===== src/rtl/mdio_pkg.sv =====
package mdio_pkg;
  localparam int FRAME_LEN = 64;
  localparam logic [5:0] TA_IDX   = 6'd46;
  localparam logic [5:0] DATA_IDX = 6'd48;
  localparam logic [5:0] LAST_IDX = 6'd63;

  // System clocks per MDC period for each band code
  function automatic int unsigned mdc_div(input logic [2:0] code);
    case (code)
      3'd0:    mdc_div = 42;
      3'd1:    mdc_div = 62;
      3'd2:    mdc_div = 16;
      3'd3:    mdc_div = 26;
      3'd4:    mdc_div = 102;
      default: mdc_div = 124;
    endcase
  endfunction
endpackage


===== src/rtl/mdio_clkgen.sv =====
module mdio_clkgen
  import mdio_pkg::*;
#(
  parameter int CNT_W = 7
) (
  input  logic       clk,
  input  logic       rst_n,
  input  logic       run,
  input  logic [2:0] code,
  output logic       mdc,
  output logic       rise_tick,
  output logic       fall_tick
);
  logic [CNT_W-1:0] cnt_q, cnt_d, half_m1;
  logic             mdc_q, mdc_d, tick;

  assign half_m1   = CNT_W'(mdc_div(code) >> 1) - CNT_W'(1);
  assign tick      = run && (cnt_q == half_m1);
  assign rise_tick = tick && !mdc_q;
  assign fall_tick = tick && mdc_q;
  assign mdc       = mdc_q;

  always_comb begin
    cnt_d = cnt_q;
    mdc_d = mdc_q;
    if (!run) begin
      cnt_d = '0;
      mdc_d = 1'b0;
    end else if (tick) begin
      cnt_d = '0;
      mdc_d = ~mdc_q;
    end else begin
      cnt_d = cnt_q + CNT_W'(1);
    end
  end

  always_ff @(posedge clk or negedge rst_n) begin
    if (!rst_n) begin
      cnt_q <= '0;
      mdc_q <= 1'b0;
    end else begin
      cnt_q <= cnt_d;
      mdc_q <= mdc_d;
    end
  end
endmodule


===== src/rtl/mdio_frame_seq.sv =====
module mdio_frame_seq
  import mdio_pkg::*;
#(
  parameter int AW = 5,
  parameter int DW = 16
) (
  input  logic          clk,
  input  logic          rst_n,
  input  logic          start,
  input  logic          is_read,
  input  logic [AW-1:0] phy,
  input  logic [AW-1:0] regn,
  input  logic [DW-1:0] wdata,
  input  logic          rise_tick,
  input  logic          fall_tick,
  output logic          mdio_o,
  output logic          mdio_oe,
  output logic          sample_en,
  output logic          done
);
  logic [FRAME_LEN-1:0] sreg_q, sreg_d;
  logic [5:0]           idx_q, idx_d;
  logic                 act_q, act_d, rd_q, rd_d;

  assign done      = act_q && fall_tick && (idx_q == LAST_IDX);
  assign sample_en = act_q && rise_tick && rd_q && (idx_q >= DATA_IDX);
  assign mdio_oe   = act_q && !(rd_q && (idx_q >= TA_IDX));
  assign mdio_o    = act_q && sreg_q[FRAME_LEN-1];

  always_comb begin
    sreg_d = sreg_q;
    idx_d  = idx_q;
    act_d  = act_q;
    rd_d   = rd_q;
    if (start) begin
      sreg_d = {32'hFFFF_FFFF, 2'b01, (is_read ? 2'b10 : 2'b01), phy, regn,
                (is_read ? 2'b11 : 2'b10), (is_read ? {DW{1'b0}} : wdata)};
      idx_d  = '0;
      act_d  = 1'b1;
      rd_d   = is_read;
    end else if (act_q && fall_tick) begin
      if (idx_q == LAST_IDX) begin
        act_d = 1'b0;
      end else begin
        idx_d  = idx_q + 6'd1;
        sreg_d = {sreg_q[FRAME_LEN-2:0], 1'b1};
      end
    end
  end

  always_ff @(posedge clk or negedge rst_n) begin
    if (!rst_n) begin
      sreg_q <= '0;
      idx_q  <= '0;
      act_q  <= 1'b0;
      rd_q   <= 1'b0;
    end else begin
      sreg_q <= sreg_d;
      idx_q  <= idx_d;
      act_q  <= act_d;
      rd_q   <= rd_d;
    end
  end
endmodule


===== src/rtl/mdio_mgmt_master.sv =====
module mdio_mgmt_master
  import mdio_pkg::*;
#(
  parameter int          BUS_AW   = 8,
  parameter int          BUS_DW   = 32,
  parameter logic [7:0]  CMD_OFF  = 8'h10,
  parameter logic [7:0]  DATA_OFF = 8'h14,
  parameter int          CNT_W    = 7
) (
  input  logic              clk,
  input  logic              rst_n,
  input  logic              bus_wr,
  input  logic [BUS_AW-1:0] bus_addr,
  input  logic [BUS_DW-1:0] bus_wdata,
  output logic [BUS_DW-1:0] bus_rdata,
  output logic              mdc,
  output logic              mdio_o,
  output logic              mdio_oe,
  input  logic              mdio_i
);
  localparam int AW = 5;
  localparam int DW = 16;

  // reset: asserted asynchronously, released on the clock
  logic [1:0] rst_sync_q;
  logic       rst_int_n;
  always_ff @(posedge clk or negedge rst_n) begin
    if (!rst_n) rst_sync_q <= 2'b00;
    else        rst_sync_q <= {rst_sync_q[0], 1'b1};
  end
  assign rst_int_n = rst_sync_q[1];

  logic          busy_q, busy_d, wr_q, wr_d;
  logic [2:0]    code_q, code_d;
  logic [AW-1:0] reg_q, reg_d, phy_q, phy_d;
  logic [DW-1:0] data_q, data_d;
  logic          cmd_we, data_we, start;
  logic          rise_tick, fall_tick, sample_en, done;

  assign cmd_we  = bus_wr && (bus_addr == BUS_AW'(CMD_OFF))  && !busy_q;
  assign data_we = bus_wr && (bus_addr == BUS_AW'(DATA_OFF)) && !busy_q;
  assign start   = cmd_we && bus_wdata[0];

  always_comb begin
    busy_d = busy_q;
    wr_d   = wr_q;
    code_d = code_q;
    reg_d  = reg_q;
    phy_d  = phy_q;
    data_d = data_q;
    if (cmd_we) begin
      wr_d   = bus_wdata[1];
      code_d = bus_wdata[4:2];
      reg_d  = bus_wdata[10:6];
      phy_d  = bus_wdata[15:11];
      busy_d = bus_wdata[0];
    end else if (done) begin
      busy_d = 1'b0;
    end
    if (data_we)        data_d = bus_wdata[DW-1:0];
    else if (sample_en) data_d = {data_q[DW-2:0], mdio_i};
  end

  always_ff @(posedge clk or negedge rst_int_n) begin
    if (!rst_int_n) begin
      busy_q <= 1'b0;
      wr_q   <= 1'b0;
      code_q <= '0;
      reg_q  <= '0;
      phy_q  <= '0;
      data_q <= '0;
    end else begin
      busy_q <= busy_d;
      wr_q   <= wr_d;
      code_q <= code_d;
      reg_q  <= reg_d;
      phy_q  <= phy_d;
      data_q <= data_d;
    end
  end

  always_comb begin
    bus_rdata = '0;
    if (bus_addr == BUS_AW'(CMD_OFF))
      bus_rdata[15:0] = {phy_q, reg_q, 1'b0, code_q, wr_q, busy_q};
    else if (bus_addr == BUS_AW'(DATA_OFF))
      bus_rdata[DW-1:0] = data_q;
  end

  mdio_clkgen #(.CNT_W(CNT_W)) u_clkgen (
    .clk(clk), .rst_n(rst_int_n), .run(busy_q), .code(code_q),
    .mdc(mdc), .rise_tick(rise_tick), .fall_tick(fall_tick)
  );

  mdio_frame_seq #(.AW(AW), .DW(DW)) u_seq (
    .clk(clk), .rst_n(rst_int_n), .start(start), .is_read(!bus_wdata[1]),
    .phy(bus_wdata[15:11]), .regn(bus_wdata[10:6]), .wdata(data_q),
    .rise_tick(rise_tick), .fall_tick(fall_tick),
    .mdio_o(mdio_o), .mdio_oe(mdio_oe), .sample_en(sample_en), .done(done)
  );
endmodule


===== config.mk =====
export PLATFORM = sky130hd
export DESIGN_NAME = mdio_mgmt_master
export DESIGN_NICKNAME = d
export VERILOG_FILES = /design/src/rtl/mdio_pkg.sv /design/src/rtl/mdio_clkgen.sv /design/src/rtl/mdio_frame_seq.sv /design/src/rtl/mdio_mgmt_master.sv
export SDC_FILE = /design/constraint.sdc
export NUM_CORES = 1
export LEC_CHECK = 0
export BUFFER_PORTS_ARGS = -buffer_cell sky130_fd_sc_hd__buf_2
export CAP_MARGIN = 10
export CORE_MARGIN = 5
export CORE_UTILIZATION = 58
export CTS_CLUSTER_DIAMETER = 30
export CTS_CLUSTER_SIZE = 16
export DETAILED_ROUTE_END_ITERATION = 10
export PLACE_DENSITY = 0.84
export SETUP_SLACK_MARGIN = 0.15
export SLEW_MARGIN = 20
export SYNTH_ARGS = -nofsm -noshare
export SYNTH_HDL_FRONTEND = slang
export SYNTH_SLANG_ARGS = --single-unit

===== constraint.sdc =====
create_clock -name clk -period 4.8 [get_ports clk]
set_input_delay 0.48 -clock clk [delete_from_list [all_inputs] [get_ports clk]]
set_output_delay 0.48 -clock clk [all_outputs]
set_load 0.01 [all_outputs]

### After elaboration in Yosys (flattened, before gate mapping)

Cells that the tools add are included.

| word-level totals | value |
|---|---|
| logic and storage cells | 79 |
| output and inout port bits | 35 |
| memory bits (read-only) | 0 |
| memories kept | 0 |
| register bits | 113 |
| memory bits (writable) | 0 |
| input port bits | 44 |
| bits in latches | 0 |

| cells by class | value |
|---|---|
| multiplexer cells | 23 |
| reduce and logical (&&, ||, !) cells | 27 |
| magnitude comparators | 2 |
| shift operators | 0 |
| bitwise operators | 1 |
| equal/unequal tests | 10 |
| add/sub/neg operators | 3 |
| div/mod/pow operators | 0 |
| multiply operators | 0 |

Operators by type and width:

| operator | count |
|---|---|
| 64-bit two-way mux | 3 |
| 16-bit two-way mux | 5 |
| 7-bit one-hot mux with 5 select lines | 1 |
| 6-bit two-way mux | 3 |
| 8-bit by 5-bit == test with 1-bit output, second input constant | 2 |
| 1-bit logical AND | 16 |
| 7-bit two-way mux | 2 |
| 6-bit >= comparator, second input constant | 2 |
| 1-bit two-way mux | 8 |
| 2-bit nonzero test | 4 |
| 7-bit by 1-bit adder with 7-bit output, second input constant | 1 |
| 7-bit == test | 1 |
| 6-bit by 1-bit subtractor with 7-bit output, second input constant | 1 |
| 6-bit by 1-bit adder with 6-bit output, second input constant | 1 |
| 3-bit by 2-bit == test with 1-bit output, second input constant | 2 |
| 6-bit == test, second input constant | 1 |
| 1-bit logical NOT | 4 |
| 2-bit AND reduction | 2 |
| 3-bit by 1-bit == test with 1-bit output, second input constant | 1 |
| 3-bit == test, second input constant | 1 |
| 3-bit logical NOT | 1 |
| 2-bit two-way mux | 1 |
| 2-bit by 1-bit inequality test with 1-bit output, second input constant | 1 |
| 2-bit inequality test, second input constant | 1 |
| 1-bit NOT | 1 |

### Logic depth before layout (Yosys ltp)

| depth | value |
|---|---|
| word-level depth | 11 |
| gate-level depth with buffers | 11 |
| gate-level depth less buffers | 7 |

### Cells and area by module

From an unflattened synthesis, not the netlist that was laid out.

| unflattened totals | value |
|---|---|
| cells, all modules | 531 |
| area, all modules | 5,830.6 um^2 |

By module, submodules not included:

| module | area each (um^2) | sequential area each (um^2) | cells each | instances |
|---|---|---|---|---|
| mdio_frame_seq | 3,412.0 | 1,801.7 | 328 | 1 |
| mdio_mgmt_master | 1,880.6 | 825.8 | 149 | 1 |
| mdio_clkgen | 538.0 | 200.2 | 54 | 1 |

### Worst setup path after synthesis

No wires, ideal clock.

| timing | value |
|---|---|
| kind | input-to-output |
| start point | input port bus_addr[5] |
| end point | output port bus_rdata[10] |
| buffers on the path | 1 |
| data arrival time | 2.009 ns |
| stages on the path | 4 |
| required time | 4.320 ns |
| slack | 2.311 ns |
| path through | or4b_4 > nor3_1 > clkbuf_1 > a22o_1 |

| between the ends | value |
|---|---|
| word-level cells in the longest chain between the ends | 3 |
| elaborated cells on any way between the ends | 4 |
| classes of those cells | eq/ne (2); mux (2) |

RTL lines:

| what | RTL line | RTL |
|---|---|---|
| from (decl) | mdio_mgmt_master.sv:13 | `input logic [BUS_AW-1:0] bus_addr,` |
| 8-bit by 5-bit == test with 1-bit output | mdio_mgmt_master.sv:86 | `else if (bus_addr == BUS_AW'(DATA_OFF))` |
| 16-bit two-way mux | mdio_mgmt_master.sv:86 |  |
| 16-bit two-way mux * | mdio_mgmt_master.sv:84 | `if (bus_addr == BUS_AW'(CMD_OFF))` |
| to (decl) | mdio_mgmt_master.sv:15 | `output logic [BUS_DW-1:0] bus_rdata,` |

Every way passes the cells marked *; elsewhere a longest branch is shown, timed or not.

### Final worst setup path

| timing | value |
|---|---|
| start point | register code_q[2] |
| end point | register u_seq.sreg_q[24] |

| between the ends | value |
|---|---|
| word-level cells in the longest chain between the ends | 9 |
| elaborated cells on any way between the ends | 13 |
| classes of those cells | add/sub (1); eq/ne (5); mux (1); reduce/logical (6) |

RTL lines:

| what | RTL line | RTL |
|---|---|---|
| from (decl) | mdio_mgmt_master.sv:34 | `logic [2:0] code_q, code_d;` |
| from (signal assigned) | mdio_mgmt_master.sv:75 | `code_q <= code_d;` |
| 3-bit == test (tied with other cells) | mdio_pkg.sv:9 | `case (code)` |
| 7-bit one-hot mux with 5 select lines * | mdio_pkg.sv:9 |  |
| 6-bit by 1-bit subtractor with 7-bit output * | mdio_clkgen.sv:17 | `assign half_m1 = CNT_W'(mdc_div(code) >> 1) - CNT_W'(1);` |
| 7-bit == test * | mdio_clkgen.sv:18 | `assign tick = run && (cnt_q == half_m1);` |
| 1-bit logical AND * | mdio_clkgen.sv:18 |  |
| 1-bit logical AND * | mdio_clkgen.sv:20 | `assign fall_tick = tick && mdc_q;` |
| 1-bit logical AND * | mdio_frame_seq.sv:41 | `end else if (act_q && fall_tick) begin` |
| 2-bit nonzero test (no line) * | - |  |
| 2-bit AND reduction (no line) * | - |  |
| to (signal assigned) | mdio_frame_seq.sv:58 | `sreg_q <= sreg_d;` |
| to (decl) | mdio_frame_seq.sv:21 | `logic [FRAME_LEN-1:0] sreg_q, sreg_d;` |

Marks and branches as above.
A chain may end at the register's enable or synchronous reset.

==> run summary <==
grt ovf = 0
Pins Over Slew Limit = 0
Rel. slew slack = 32.9%
Seq pwr share = 45.0%
initial core utilization = 58.7%
Final Hold Viols = 0
Setup Buffers After CTS = 0
CP Max Fanout = 31
Core Region = 9680 um^2
# clock sinks = 113
Syn Area/Cell = 9.46 um^2
Distinct cells, synth = 50
switching share of power = 24.6%
fmax = 340 MHz
dpl cells = 735
pin slew with the least headroom to its limit = 1.00 ns
Tot GR Track Use = 24.8%
min cycle time layout = 2.94 ns
power share of the combinational group = 4.2%
vias in the first global route = 4721
Yosys Warn Count = 0
Top Usage Layer GRT = met2
kind of critical path = flop to flop
register area share after synthesis = 49.7%
grt met3 use = 6.16%
die area = 11900 um^2
CTS Buf Count = 17
clk buf depth = 2
Routed Antenna Nets = 0
cells after synthesis = 601
Total Power = 2.25 mW
Filler Cells Inserted = 737
initial antenna violation count = 0
post-layout util = 66.7%
global-route met2 utilization = 38.5%
Clk pin slew, worst setup/hold paths = 0.06 ns
clock power share = 50.8%
ys flop type = dfrtp_1
drt via density = 6.35
Worst Hold Class = input port to flop
number of synthesized flops with an enable pin = 0
CTS tree = built
Crit. End Element = flop
GPL Wtd Cong = 0.804
setup ws final = 1.86 ns
Max Cap Viol = 0
share of post-route cells with drive strength above 1 = 18.2%
Async SR Flop Fraction = 100%
dpl ws = 1.74 ns
largest net degree at the start of global routing = 73
Finished Layout Cells = 769
via count = 4884
Total Wirelength = 13600 um
Die Span X = 109 um
H-tree depth = 4
Final nets = 671
setup TNS = 0 ns
LEAKAGE = 2.55 nW
power per standard cell area = 349 nW/um^2
Worst Path Required = 5.17 ns
Root Buffer = clkbuf_8
Area Growth Syn to Fin = 13.5%
Hold Slack = 0.202 ns
Die H = 109 um
io pins = 79
Diodes inserted = 0
wire length per cell = 17.7 um
final non-filler cell area = 6460 um^2
GRT met1 Usage = 33.0%
Placed Instance Area = 5900 um^2
Peak VDD IR = 0.387 mV
unrepaired setup endpoints after global routing = no
arrival time at the worst endpoint = 3.31 ns
P_sw = 0.554 mW
DRT Pass-1 Iters = 5
floorplan row count = 36
Startpoint Class = flop
Synth Cell Area = 5690 um^2
Clock Latency Late Sink = 0.53 ns
setup violators final = 0
Setup Skew = 0.0106 ns
Final period util = 61.3%
DR iter-0 viols = 388
post-detail-place hpwl = 7900 um
Yosys reg bits = 113
Power Internal = 1.70 mW
first-pass GRT wire length = 23200 um
DRC = 0
PortBufs = 46
status = finished clean
==> layout by cell type (no fill, tap or decap), drive strengths merged, types with 4 or more instances in the layout <==
cell,instances
dfrtp,113
clkbuf,19
nor2,35
nand4,38
conb,17
a31oi,20
buf,60
o211ai,35
o21ai,58
ha,4
and2,4
a22o,15
a21oi,9
clkinvlp,6
mux2,13
inv,5
nand3,102
nand2,31
xnor2,5
clkinv,6
==> repair_timing <==
item                                    in CTS  in global routing
endpoints found under the hold margin        2                  0
endpoints found under the setup margin       0                  0
hold buffers                                 1                  0
gates resized for setup                      0                  0
==> per-layer routing <==
| metal | routed length, um | share of wire, % | up-vias |
|---|---|---|---|
| li1 | - | - | 2234 |
| met1 | 5590 | 41 | 2385 |
| met2 | 6720 | 49 | 221 |
| met3 | 910 | 6.7 | 44 |
| met4 | 354 | 2.6 | 0 |
| met5 | 0 | 0 | - |
==> registers in the layout (all words and copies together), names as in the netlist, 2 cells and up <==
signal and flops:
u_seq.sreg_q 64, reg_q 5, u_seq.idx_q 6, phy_q 5, code_q 3, rst_sync_q 2
data_q 16, u_clkgen.cnt_q 7
==> cells in the mapped netlist, types with 5 or more instances <==
| cell | n | area, um^2 |
|---|---|---|
| a21oi_1 | 9 | 45.0 |
| a22o_1 | 15 | 131 |
| a31oi_1 | 20 | 125 |
| buf_2 | 14 | 70.1 |
| buf_4 | 18 | 135 |
| clkbuf_1 | 36 | 135 |
| dfrtp_1 | 113 | 2830 |
| inv_1 | 5 | 18.8 |
| mux2_2 | 13 | 146 |
| nand2_1 | 30 | 113 |
| nand3_1 | 102 | 510 |
| nand4_1 | 38 | 238 |
| nor2_1 | 35 | 131 |
| o211ai_1 | 35 | 263 |
| o21ai_0 | 55 | 275 |
| xnor2_1 | 5 | 43.8 |
==> power by group through the flow <==
stage	Combinational, mW	Sequential, mW	Clock [mW]
detailed placement	0.0937	1.03	0
CTS	0.0954	1.01	1.15
global placement	0.0901	1.03	0
global route	0.108	1.02	1.20
floorplan	0.0703	1.02	0
finish	0.0956	1.01	1.14
==> worst paths after layout <==
check                                   end  slack [ns]  cells after the start     startpoint
setup / recovery           u_seq.sreg_q[24]        1.86                      7      code_q[2]
hold / removal                    code_q[1]        0.20                      3   bus_wdata[3]
setup reg to reg           u_seq.sreg_q[24]        1.86                      7      code_q[2]
hold reg to reg               rst_sync_q[1]        0.35                      0  rst_sync_q[0]
max in group asynchronous              wr_q        3.26                      1  rst_sync_q[1]
min in group asynchronous     rst_sync_q[1]        0.27                      2          rst_n
==> layout make-up <==
class                   count  area, um^2  share of cell area [%]
clock inverters            13         116                    1.80
multi-input cells         425        2560                    39.6
well taps                 133         166                    2.58
inverters                   5        18.8                   0.291
repair buffers             61         345                    5.35
flip-flops and latches    113        2830                    43.9
clock buffers              19         422                    6.53
==> cell families (layout without fill, tap and decap cells) <==
| kind of cell | after synthesis | after routing | synth area share (%) |
|---|---|---|---|
| adder cells (fa/ha/maj) | 4 | 4 | 0.880 |
| other | 2 | 17 | 0.132 |
| AND/OR/NAND/NOR | 232 | 232 | 21.1 |
| multiplexers | 13 | 13 | 2.57 |
| AO/OA/AOI/OAI | 151 | 151 | 17.5 |
| flip-flops | 113 | 113 | 49.7 |
| buffers and inverters | 78 | 98 | 6.91 |
| XOR/XNOR | 8 | 8 | 1.23 |
==> worst max-delay path, cell delays in order, from the launching register on <==
cell,delay (ns)
dfrtp_1,0.58
nand2_1,0.10
o21ai_0,0.10
ha_1,0.27
xnor2_1,0.18
a2111o_2,0.69
nor2_1,0.67
o211ai_1,0.20
(Power assumes the default switching activity.)
